==> config.mk <==
export PLATFORM = sky130hd
export DESIGN_NAME = booth_ppgen
export DESIGN_NICKNAME = d
export VERILOG_FILES = /design/src/rtl/booth_ppgen_pkg.sv /design/src/rtl/booth_zero_detect.sv /design/src/rtl/booth_row.sv /design/src/rtl/booth_ppgen.sv
export SDC_FILE = /design/constraint.sdc
export NUM_CORES = 1
export LEC_CHECK = 0
export BUFFER_PORTS_ARGS = -buffer_cell sky130_fd_sc_hd__buf_2
export CORE_ASPECT_RATIO = 0.9
export CORE_MARGIN = 2
export CORE_UTILIZATION = 51
export CTS_BUF_LIST = sky130_fd_sc_hd__clkbuf_8
export DETAILED_ROUTE_END_ITERATION = 7
export GPL_TIMING_DRIVEN = 0
export PLACE_DENSITY = 0.84
export SYNTH_ARGS = -nofsm -noshare
export SYNTH_HDL_FRONTEND = slang
export SYNTH_SLANG_ARGS = --single-unit
==> constraint.sdc <==
create_clock -name clk -period 4.25 [get_ports clk]
set_input_delay 1.275 -clock clk [delete_from_list [all_inputs] [get_ports clk]]
set_output_delay 1.275 -clock clk [all_outputs]
set_load 0.005 [all_outputs]
==> src/rtl/booth_ppgen_pkg.sv <==
package booth_ppgen_pkg;

   // Selection decoded from one three-bit recoding window.
   typedef struct packed {
      logic neg;   // negate the chosen multiple
      logic one;   // take 1*X
      logic two;   // take 2*X
   } booth_sel_t;

   function automatic booth_sel_t booth_decode(input logic [2:0] win);
      booth_sel_t s;
      s = '0;
      unique case (win)
         3'b001, 3'b010: s.one = 1'b1;
         3'b011:         s.two = 1'b1;
         3'b100:         begin s.neg = 1'b1; s.two = 1'b1; end
         3'b101, 3'b110: begin s.neg = 1'b1; s.one = 1'b1; end
         default:        s = '0;
      endcase
      return s;
   endfunction

endpackage

==> src/rtl/booth_zero_detect.sv <==
// Looks at the multiplier alone and reports whether the upper digit ranges
// all decode to zero. Rows >= R are zero exactly when y[W-1 : 2R-1] agree.
module booth_zero_detect #(
   parameter int WIDTH       = 16,
   parameter int WIDE_FROM   = 4,
   parameter int NARROW_FROM = 6
) (
   input  logic [WIDTH-1:0] mplier,
   output logic             wide_zero,
   output logic             narrow_zero
);
   localparam int WLO = 2*WIDE_FROM - 1;
   localparam int NLO = 2*NARROW_FROM - 1;

   logic wide_all, narrow_all;

   assign wide_all    = (&mplier[WIDTH-1:WLO]) | ~(|mplier[WIDTH-1:WLO]);
   assign narrow_all  = (&mplier[WIDTH-1:NLO]) | ~(|mplier[WIDTH-1:NLO]);
   assign wide_zero   = wide_all;
   assign narrow_zero = narrow_all & ~wide_all;
endmodule

==> src/rtl/booth_row.sv <==
// One partial-product row: enable-controlled operand register followed by the
// multiple selector, conditional inversion and sign extension.
module booth_row
   import booth_ppgen_pkg::*;
#(
   parameter int WIDTH = 16,
   parameter int ROW   = 0
) (
   input  logic                 clk,
   input  logic                 rst_n,
   input  logic                 load_en,
   input  logic                 frozen,
   input  logic [WIDTH-1:0]     mcand,
   input  logic [2:0]           win,
   output logic [2*WIDTH-1:0]   pp,
   output logic                 neg
);
   localparam int PW    = 2*WIDTH;
   localparam int SHIFT = 2*ROW;

   logic [WIDTH-1:0] x_q;
   logic [2:0]       win_q;
   booth_sel_t       sel;
   logic [WIDTH:0]   mag;
   logic [WIDTH:0]   body;
   logic [PW-1:0]    ext;

   always_ff @(posedge clk or negedge rst_n) begin
      if (!rst_n) begin
         x_q   <= '0;
         win_q <= '0;
      end else if (load_en) begin
         x_q   <= mcand;
         win_q <= win;
      end
   end

   always_comb begin
      sel = booth_decode(win_q);
      if (sel.two)
         mag = {x_q, 1'b0};
      else if (sel.one)
         mag = {x_q[WIDTH-1], x_q};
      else
         mag = '0;
      body = sel.neg ? ~mag : mag;
      ext  = {{(PW-WIDTH-1){body[WIDTH]}}, body};
   end

   assign pp  = frozen ? '0 : (ext << SHIFT);
   assign neg = ~frozen & sel.neg;
endmodule

==> src/rtl/booth_ppgen.sv <==
module booth_ppgen
   import booth_ppgen_pkg::*;
#(
   parameter int WIDTH       = 16,
   parameter bit GATING      = 1'b1,
   parameter int WIDE_FROM   = 4,
   parameter int NARROW_FROM = 6
) (
   input  logic                                clk,
   input  logic                                rst_n,
   input  logic [WIDTH-1:0]                    mcand,
   input  logic [WIDTH-1:0]                    mplier,
   output logic [WIDTH/2-1:0][2*WIDTH-1:0]     pp_rows,
   output logic [WIDTH/2-1:0]                  neg_bits,
   output logic                                gate_wide,
   output logic                                gate_narrow
);
   localparam int ROWS = WIDTH/2;

   if ((WIDTH % 2) != 0 || WIDTH < 8) begin : g_bad_width
      $error("booth_ppgen: WIDTH must be even and at least 8");
   end
   if (WIDE_FROM < 1 || NARROW_FROM <= WIDE_FROM || NARROW_FROM >= ROWS) begin : g_bad_split
      $error("booth_ppgen: need 1 <= WIDE_FROM < NARROW_FROM < ROWS");
   end

   logic [WIDTH:0] y_ext;
   logic           wide_d, narrow_d;

   assign y_ext = {mplier, 1'b0};

   if (GATING) begin : g_gate
      booth_zero_detect #(
         .WIDTH(WIDTH), .WIDE_FROM(WIDE_FROM), .NARROW_FROM(NARROW_FROM)
      ) i_detect (
         .mplier(mplier), .wide_zero(wide_d), .narrow_zero(narrow_d)
      );

      always_ff @(posedge clk or negedge rst_n) begin
         if (!rst_n) begin
            gate_wide   <= 1'b0;
            gate_narrow <= 1'b0;
         end else begin
            gate_wide   <= wide_d;
            gate_narrow <= narrow_d;
         end
      end
   end else begin : g_nogate
      assign wide_d      = 1'b0;
      assign narrow_d    = 1'b0;
      assign gate_wide   = 1'b0;
      assign gate_narrow = 1'b0;
   end

   for (genvar r = 0; r < ROWS; r++) begin : g_row
      localparam bit IN_WIDE   = (r >= WIDE_FROM);
      localparam bit IN_NARROW = (r >= NARROW_FROM);

      logic load_en, frozen;

      assign load_en = ~((IN_WIDE & wide_d) | (IN_NARROW & (wide_d | narrow_d)));
      assign frozen  = (IN_WIDE & gate_wide) | (IN_NARROW & (gate_wide | gate_narrow));

      booth_row #(.WIDTH(WIDTH), .ROW(r)) i_row (
         .clk    (clk),
         .rst_n  (rst_n),
         .load_en(load_en),
         .frozen (frozen),
         .mcand  (mcand),
         .win    (y_ext[2*r+2:2*r]),
         .pp     (pp_rows[r]),
         .neg    (neg_bits[r])
      );
   end
endmodule

==> run_results.csv, run 1 <==
group,metric,value,unit
placement,hpwl,17.1,mm
die,initial_utilization,0.521,
drt,drt_iter0_drc,738,
sta,final-hold-violation-count,0,
synthesis,synth_async_sr_flop_share,1.00,
synthesis,avgSynthCellArea,7.90,µm²
flow_run,cap_violations,0,
synthesis,synth_edf_count,0,
cts,worstSkewPairLatency,0.35,ns
sta,min_period_over_period,0.953,
worst_setup_path,path_class,"flop to primary output",
die,dieArea,0.0153,mm²
grt,grt_usage,0.272,
power,p_leak,4.84,nW
layout,n_fill_cell,1206,
synthesis,ys_ff_latch,68,
drt,drtPass1Iterations,5,
die,core,0.0140,mm²
sta,slew_viol_final,0,
sta,fin_ws,0.199,ns
worst_setup_path,endpoint_kind,"primary output",
drt,vias_per_cell,5.21,
cts,clk_path_buf_depth,2,
drt,routed_wl,22.0,mm
run_status,status,"finished, final reports clean",
placement,dp_slack,0.0659,ns
sta,clock_skew,0,ns
grt,antenna_found_initial,2,
worst_setup_path,start_kind,"flop",
sta,hold_ws,0.580,ns
die,die_x,130,µm
layout,final_area,0.00920,mm²
sta,fin_setup_tns,0,ns
synthesis,netlist_top_cells_count,"buf_4, a21oi_1, and3_1",
layout,final_cells,1433,
cts,cts_tree,"done",
worst_setup_path,crit_chain,"buf_2, inv_1, ha_1, clkbuf_1, o21ai_0, xnor2_2, buf_4, buf_4, buf_2",
grt,grt_pass1_wl,33.3,mm
synthesis,synth_warnings,0,
die,die-height,117,µm
grt,grt_max_degree,69,
synthesis,ys.flop_type,"dfrtp_1",
power,peakVddDrop,0.168,mV
synthesis,synthCells,923,
synthesis,yosys.area.top_type,"dfrtp_1",
power,p_per_area,265,mW/mm²
cts,htree_levels,3,
die,io_pins,300,
layout,fin_util,0.657,
worst_setup_path,cpPeakStageDelay,0.44,ns
placement,globalplace.congestion,0.945,
drt,vias,7466,
placement,place_area,0.00896,mm²
synthesis,netlist.area_leader.share,0.233,
synthesis,netlist_area,0.00730,mm²
worst_setup_path,cp.required,2.97,ns
drt,routedWlPerCell,15.3,µm
drt,drc_errors,0,
sta,relSlewSlack,0.249,
worst_setup_path,arrival,2.78,ns
cts,root_buffer,"clkbuf_8",
sta,setup_violations,0,
cts,path_clk_slew,0.08,ns
layout,finalNetCount,1287,
worst_setup_path,cpMaxStageDelayCell,"dfrtp_1",
cts,ctsHoldBuffers,0,
worst_setup_path,crit_fanout,10,
placement,io_buffers,243,
placement,dp_cells,1414,
cts,cts.sinks,68,
synthesis,yosysMostFrequentCell,"buf_4",
synthesis,ys_seq_area_frac,0.233,
power,p_total,2.44,mW
die,rows,41,
grt,first_global_vias,6402,
min_path,min_path_type,"flop to flop",
sta,fmax,247,MHz
layout,drive_gt1_frac,0.374,
synthesis,synthTopCellsByArea,"dfrtp_1, buf_4, and3_1, a21oi_1, mux2_4",
synthesis,synth.distinct_cells,45,
cts,numCtsBuffers,9,
drt,ant_nets,0,
layout,syn_to_final_growth,26.1,%
grt,overflow,0,
sta,min_period,4.05,ns
sta,worstMarginPinSlew,1.11,ns
==> final cells by class <==
type	count	area [µm²]	area share
clock buffers	9	124	0.0135
well taps	193	241	0.0263
clock inverters	7	67.6	0.00734
multi-input cells	683	4430	0.482
inverters	18	67.6	0.00734
flip-flops and latches	68	1700	0.185
plain buffers	208	1330	0.144
diodes	2	5.00	0.000544
repair buffers	245	1230	0.134
==> path summary, 6_finish.rpt <==
check	slack (ns)	end	startpoint	cells past startpoint
setup reg to reg	3.22	g_row[5].i_row.win_q[0]	g_row[5].i_row.win_q[0]	2
hold reg to reg	0.58	g_row[7].i_row.win_q[2]	g_row[7].i_row.win_q[2]	2
setup / recovery	0.20	pp_rows[122]	g_row[3].i_row.win_q[0]	9
min in group asynchronous	1.04	g_row[6].i_row.x_q[3]	rst_n	1
max in group asynchronous	2.66	g_row[6].i_row.x_q[14]	rst_n	1
hold / removal	0.58	g_row[7].i_row.win_q[2]	g_row[7].i_row.win_q[2]	2
==> repair_timing <==
action / CTS / global route
cloned: 0 / 0
pin swaps: 0 / 2
gates resized for setup: 3 / 4
endpoints found under the setup margin: 48 / 42
setup buffers: 0 / 2
==> worst max-delay path: cells and delay by family (launching register included) <==
family | cells | cell delay, ns
xor gates and xnor gates | 1 | 0.19
buffers and inverters | 6 | 1.16
AOI/OAI and AO/OA | 1 | 0.23
DFF | 1 | 0.44
adders and majority gates | 1 | 0.42
==> registers in the layout, indices dropped and copies added, names as in the netlist <==
register           flops
g_row.i_row.x_q       48
g_row.i_row.win_q     18
gate_narrow            1
gate_wide              1
==> power breakdown <==
group	switching (mW)	internal, mW	leakage [nW]	total (mW)
combinational	0.587	0.594	3.95	1.18
clock	0.261	0.269	0.0968	0.530
sequential	0.0492	0.682	0.796	0.731
==> cell usage in the layout (no fill, tap or decap), types with 3 or more instances in the layout <==
cell type / n
nand2b_1: 61
buf_6: 3
ha_1: 20
buf_4: 131
clkbuf_1: 54
nor3_1: 45
nand3_1: 66
conb_1: 56
o21ai_0: 37
mux2i_1: 4
o31ai_1: 4
nor2_1: 46
dfrtp_1: 68
and3_1: 75
inv_1: 17
mux2_4: 27
xor2_1: 35
a21boi_0: 3
a21oi_1: 84
a22oi_1: 14
a221oi_1: 15
buf_2: 262
xnor2_1: 36
and2_1: 3
mux2_2: 9
clkbuf_8: 9
nand2_1: 20
==> logic make-up (layout without fill, tap and decap cells) <==
kind of cell	after synthesis	after routing	synth area share
buf+inv	227	487	0.191
xor+xnor	73	73	0.0876
compound gates	164	164	0.132
flops	68	68	0.233
fa+ha+maj	20	20	0.0343
other cells	1	58	0.000514
simple gates	326	326	0.240
mux	44	44	0.0813
==> routing by layer <==
layer | wire length (µm) | share of wire | track usage | up-vias
li1 | - | - | - | 3600
met1 | 8850 | 0.40 | 0.357 | 3458
met2 | 10700 | 0.49 | 0.460 | 368
met3 | 1850 | 0.084 | 0.0391 | 40
met4 | 563 | 0.026 | 0.0827 | 0
met5 | 0 | 0 | 0 | -
Note: power is estimated with default switching activity, not from simulation.
==> inputs of run 2 (changes only) <==
--- a/config.mk
+++ b/config.mk
@@ -12,7 +12,7 @@
 export CTS_BUF_LIST = sky130_fd_sc_hd__clkbuf_8
 export DETAILED_ROUTE_END_ITERATION = 7
 export GPL_TIMING_DRIVEN = 0
-export PLACE_DENSITY = 0.84
+export PLACE_DENSITY = 0.9
 export SYNTH_ARGS = -nofsm -noshare
 export SYNTH_HDL_FRONTEND = slang
 export SYNTH_SLANG_ARGS = --single-unit
==> run 2 against run 1 <==
Via count grew 2.7%. Worst setup slack lost 0.023 ns. Count of clock-buffer cells in the layout grew 1. Cell area grew 0.20%. Maximum frequency shrank 0.55%. Total power grew 1.6%. Clock skew is the same. Sequential power is essentially flat. Global-route usage grew 1.3 points.
==> run_results.csv, run 2 (same netlist as run 1, synthesis figures left out) <==
group,metric,value,unit
run_status,status,"finished, final reports clean",
grt,grt_pass1_wl,35.2,mm
placement,io_buffers,243,
worst_setup_path,path_buf_inv,5,
layout,layout_common_cells,"buf_2, buf_4, a21oi_1",
die,rows,41,
worst_setup_path,endpoint_kind,"primary output",
drt,vias_per_cell,5.35,
worst_setup_path,start_kind,"flop",
drt,ant_nets,0,
worst_setup_path,cpMaxStageDelayCell,"dfrtp_1",
grt,use_met1,0.360,
grt,grt_max_degree,69,
sta,final-hold-violation-count,0,
drt,drt_iter0_drc,660,
flow_run,cap_violations,0,
drt,drtPass1Iterations,5,
sta,fin_setup_tns,0,ns
layout,multi_input_area,0.00443,mm²
die,initial_utilization,0.521,
layout,regMostFlops,"g_row.i_row.x_q",
die,io_pins,300,
layout,register_area,0.00170,mm²
cts,numCtsBuffers,9,
layout,syn_to_final_growth,26.3,%
cts,worstSkewPairLatency,0.34,ns
sta,min_period_over_period,0.958,
layout,largest_reg_flops,48,
sta,fmax,246,MHz
sta,min_period,4.07,ns
worst_setup_path,reg2regPathDepth,2,
drt,drc_errors,0,
power,p_total,2.48,mW
cts,path_clk_slew,0.08,ns
die,dieArea,0.0153,mm²
grt,grt.busiest_layer,"met2",
worst_setup_path,cp.required,2.97,ns
min_path,min_path_type,"flop to flop",
worst_setup_path,cpPeakStageDelay,0.38,ns
worst_setup_path,r2r-end,"g_row[5].i_row.win_q[0]",
layout,finalNetCount,1287,
worst_setup_path,endpoint,"pp_rows[181]",
cts,root_buffer,"clkbuf_8",
worst_setup_path,crit_chain,"clkbuf_4, inv_1, ha_1, clkbuf_1, buf_1, nand3_1, and3_1, nor3_1, buf_2",
sta,setup_violations,0,
placement,hpwl,17.6,mm
layout,fin_util,0.658,
drt,routedWlPerCell,15.8,µm
worst_setup_path,path_class,"flop to primary output",
worst_setup_path,crit_fanout,14,
sta,clock_skew,0,ns
die,die_x,130,µm
sta,rsz0062_at_grt,"no",
placement,place_area,0.00896,mm²
cts,htree_levels,3,
layout,top_regs,"g_row.i_row.x_q x48, g_row.i_row.win_q x18",
layout,final_area,0.00922,mm²
drt,vias,7664,
sta,worstMarginPinSlew,1.21,ns
worst_setup_path,reg2reg_from,"g_row[5].i_row.win_q[0]",
cts,cts.sinks,68,
placement,globalplace.congestion,0.961,
layout,n_fill_cell,1206,
grt,globalRouteMet2Util,0.492,
die,die-height,117,µm
worst_setup_path,crit_start,"g_row[5].i_row.win_q[0]",
cts,clk_path_buf_depth,2,
grt,grt_usage,0.285,
grt,first_global_vias,6870,
layout,final_common_cell,"buf_2",
layout,drive_gt1_frac,0.373,
sta,relSlewSlack,0.184,
worst_setup_path,arrival,2.80,ns
power,p_per_area,269,mW/mm²
power,peakVddDrop,0.158,mV
grt,overflow,0,
sta,slew_viol_final,0,
grt,grtUsageMet3,0.0477,
grt,antenna_found_initial,1,
die,core,0.0140,mm²
worst_setup_path,critical_path_cell_count,9,
drt,routed_wl,22.6,mm
worst_setup_path,path_delay_family,"buffers and inverters",
power,p_leak,4.84,nW
worst_setup_path,r2r_slack,3.19,ns
cts,cts_tree,"done",
## run 2: per-stage QoR
step,std cells,hold slack [ns],setup slack (ns)
2_1_floorplan,978,0.519,0.674
5_1_grt,1432,0.613,0.0160
4_1_cts,1429,0.595,0.0402
6_report,1432,0.593,0.177
3_3_place_gp,1414,0.557,0.0520
3_5_place_dp,1414,0.571,0.0379
## run 2: routing by layer
| metal | vias up | wire [µm] |
|---|---|---|
| met5 | - | 0 |
| met3 | 61 | 2050 |
| met4 | 0 | 715 |
| li1 | 3599 | - |
| met2 | 461 | 11200 |
| met1 | 3543 | 8670 |
## run 2: worst register-to-register path, delay by kind of cell, from the launching register on
family,cells,cell delay (ns)
muxes,1,0.31
buffers and inverters,1,0.24
DFF,1,0.41
## run 2: area by class of cell
cell class	count	share of cell area
antenna	2	0.000543
buffer	208	0.144
clock buffer	10	0.0149
clock inverter	5	0.00665
inverter	18	0.00733
multi-input combinational	683	0.481
sequential	68	0.185
tap	193	0.0262
timing repair buffer	245	0.135
## run 2: worst min-delay path by stage
stage / startpoint / to / cells past startpoint
global placement: g_row[7].i_row.win_q[2] / g_row[7].i_row.win_q[2] / 2
CTS: g_row[5].i_row.win_q[2] / g_row[5].i_row.win_q[2] / 1
finish: g_row[5].i_row.win_q[1] / g_row[5].i_row.win_q[1] / 1
global route: g_row[5].i_row.win_q[1] / g_row[5].i_row.win_q[1] / 1
detailed placement: g_row[5].i_row.win_q[2] / g_row[5].i_row.win_q[2] / 1
floorplan: g_row[7].i_row.win_q[2] / g_row[7].i_row.win_q[2] / 2
## run 2: power breakdown
| part | switching, mW | total, mW | internal [mW] |
|---|---|---|---|
| combinational | 0.598 | 1.20 | 0.598 |
| clock | 0.266 | 0.552 | 0.286 |
| sequential | 0.0497 | 0.732 | 0.682 |
## run 2: what timing repair did
item / CTS / global route
hold buffers: 0 / 0
endpoints found under the setup margin: 48 / 31
resized for setup: 3 / 3
buffers inserted: 1 / 1
pin swaps: 1 / 1
==> inputs of run 3 (changes only) <==
--- a/config.mk
+++ b/config.mk
@@ -8,11 +8,11 @@
 export BUFFER_PORTS_ARGS = -buffer_cell sky130_fd_sc_hd__buf_2
 export CORE_ASPECT_RATIO = 0.9
 export CORE_MARGIN = 2
-export CORE_UTILIZATION = 51
+export CORE_UTILIZATION = 46
 export CTS_BUF_LIST = sky130_fd_sc_hd__clkbuf_8
 export DETAILED_ROUTE_END_ITERATION = 7
 export GPL_TIMING_DRIVEN = 0
-export PLACE_DENSITY = 0.9
+export PLACE_DENSITY = 0.86
 export SYNTH_ARGS = -nofsm -noshare
 export SYNTH_HDL_FRONTEND = slang
 export SYNTH_SLANG_ARGS = --single-unit
==> constraint.sdc (replaced) <==
create_clock -name clk -period 3.6 [get_ports clk]
set_input_delay 1.08 -clock clk [delete_from_list [all_inputs] [get_ports clk]]
set_output_delay 1.08 -clock clk [all_outputs]
set_load 0.05 [all_outputs]
==> run 3 against run 2 <==
Critical path depth decreased by 3. Non-clock buffer count increased by 8. Sequential share of layout area decreased by 1.8 points. Sequential power increased by 18%. Cell area increased by 11%. Critical endpoint is now pp_rows[207].
==> run_results.csv, run 3 (same netlist as run 1, synthesis figures left out) <==
group,metric,value,unit
run_status,status,"finished, final reports clean",
worst_setup_path,cpPeakStageDelay,0.39,ns
power,p_clk_frac,0.173,
drt,met2_length,12.2,mm
power,p_sw_frac,0.525,
die,io_pins,300,
layout,layout_common_cells,"buf_2, buf_4, and3_1",
worst_setup_path,path_buf_inv,4,
placement,place_area,0.00927,mm²
worst_setup_path,crit_chain,"clkbuf_1, or2_2, buf_2, clkbuf_2, nor3_1, clkbuf_4",
drt,drtPass1Iterations,5,
cts,htree_levels,3,
cts,worstSkewPairLatency,0.33,ns
placement,hpwl,18.2,mm
cts,clk_path_buf_depth,2,
sta,min_period_over_period,0.982,
sta,clock_skew,0,ns
worst_setup_path,start_kind,"flop",
sta,setup_violations,0,
die,dieArea,0.0169,mm²
power,p_leak,5.19,nW
sta,final-hold-violation-count,0,
sta,min_period,3.53,ns
layout,final_area,0.0102,mm²
sta,hold_ws,0.598,ns
placement,io_buffers,243,
power,p_comb_frac,0.639,
layout,finalNetCount,1296,
worst_setup_path,reg2regPathDepth,2,
drt,ant_nets,0,
worst_setup_path,reg2reg_from,"g_row[5].i_row.win_q[0]",
drt,vias,7714,
worst_setup_path,path_delay_family,"buffers and inverters",
drt,dr_wl_met3,2.04,mm
worst_setup_path,cpMaxStageDelayCell,"dfrtp_1",
sta,fmax,283,MHz
die,rows,43,
worst_setup_path,arrival,2.45,ns
cts,root_buffer,"clkbuf_8",
sta,worstMarginPinSlew,0.869,ns
grt,overflow,0,
power,power_frac_seq,0.188,
cts,cts.sinks,68,
flow_run,cap_violations,0,
die,die-height,123,µm
layout,drive_gt1_frac,0.461,
placement,globalplace.congestion,0.924,
worst_setup_path,endpoint_kind,"primary output",
power,p_per_area,452,mW/mm²
cts,cts_tree,"done",
worst_setup_path,cp.required,2.52,ns
worst_setup_path,path_class,"flop to primary output",
drt,met1_length,9.36,mm
worst_setup_path,crit_fanout,10,
power,power_switching,2.42,mW
sta,rsz0062_at_grt,"yes",
sta,slew_viol_final,0,
layout,syn_to_final_growth,39.7,%
die,core,0.0154,mm²
min_path,hold_start,"g_row[5].i_row.win_q[1]",
worst_setup_path,r2r_slack,2.67,ns
min_path,min_path_type,"flop to flop",
layout,largest_reg_flops,48,
grt,grt_usage,0.275,
grt,first_global_vias,6927,
die,die_x,137,µm
worst_setup_path,r2r-end,"g_row[5].i_row.win_q[0]",
power,peakVddDrop,0.331,mV
min_path,min_to,"g_row[5].i_row.win_q[1]",
drt,drt_iter0_drc,623,
die,initial_utilization,0.472,
cts,numCtsBuffers,9,
layout,regMostFlops,"g_row.i_row.x_q",
drt,routedWlPerCell,16.8,µm
drt,routed_wl,24.4,mm
power,internal_power,2.19,mW
cts,path_clk_slew,0.07,ns
drt,top_layer_used,"met5",
drt,drc_errors,0,
drt,vias_per_cell,5.32,
layout,final_common_cell,"buf_2",
layout,top_regs,"g_row.i_row.x_q x48, g_row.i_row.win_q x18",
grt,grt_pass1_wl,36.7,mm
min_path,hold_path_depth,1,
grt,antenna_found_initial,1,
grt,grt_max_degree,69,
sta,relSlewSlack,0.420,
-- run 3: cell count changes in the layout (fill, tap and decap cells not counted), sizes merged --
| cell | change |
|---|---|
| buf | -13 |
| clkbuf | +21 |
| clkdlybuf4s15 | +1 |
| bufinv | +2 |
| clkinvlp | -2 |
| xnor2 | +1 |
-- run 3: metrics by stage --
| stage | utilization | cells | setup TNS (ns) | total power, mW | setup WS [ns] |
|---|---|---|---|---|---|
| 2_1_floorplan | - | 978 | -2.33 | 3.08 | -0.153 |
| 3_3_place_gp | 0.600 | 1423 | -15.02 | 3.59 | -0.356 |
| 3_5_place_dp | 0.600 | 1423 | -17.51 | 3.62 | -0.439 |
| 4_1_cts | 0.634 | 1440 | -0.00474 | 4.49 | -0.00474 |
| 5_1_grt | 0.660 | 1449 | -0.519 | 4.80 | -0.0634 |
| 6_report | 0.660 | 1451 | 0 | 4.61 | 0.0665 |
-- run 3: repair_timing --
action                     CTS  global route
pin swaps                    6             4
gates cloned                 1             1
setup endpoints to repair  129           116
hold buffers                 0             0
buffers inserted             4             8
gates resized for setup     67           141
-- run 3: final cells by class --
class | instances | area, µm²
plain buffers | 205 | 1410
inverters | 18 | 67.6
clock buffers | 11 | 151
repair buffers | 256 | 1510
well taps | 202 | 253
flip-flops and latches | 68 | 1700
diodes | 2 | 5.00
multi-input cells | 684 | 4990
clock inverters | 5 | 106
fillers | 1254 | 5250
-- run 3: power by group through the flow --
stage               Clock, mW  Sequential (mW)  Combinational (mW)
floorplan                   0            0.857                2.22
global placement            0            0.874                2.72
detailed placement          0            0.876                2.74
CTS                     0.809            0.862                2.82
global route            0.846            0.872                3.08
finish                  0.799            0.866                2.94
-- run 3: how the worst max path moves through the flow --
| stage | from | to | slack [ns] | depth (start not counted) |
|---|---|---|---|---|
| floorplan | g_row[3].i_row.win_q[0] | pp_rows[109] | -0.15 | 8 |
| global placement | g_row[5].i_row.win_q[0] | pp_rows[180] | -0.36 | 10 |
| detailed placement | g_row[5].i_row.win_q[0] | pp_rows[181] | -0.44 | 10 |
| CTS | g_row[3].i_row.win_q[0] | pp_rows[116] | -0.005 | 8 |
| global route | g_row[1].i_row.win_q[0] | pp_rows[43] | -0.06 | 8 |
| finish | gate_wide | pp_rows[207] | 0.07 | 6 |
-- run 3: routing by layer --
metal,vias up,global-route usage
met5,-,0
met4,2,0.105
met3,60,0.0398
met2,414,0.471
met1,3621,0.352
li1,3617,-
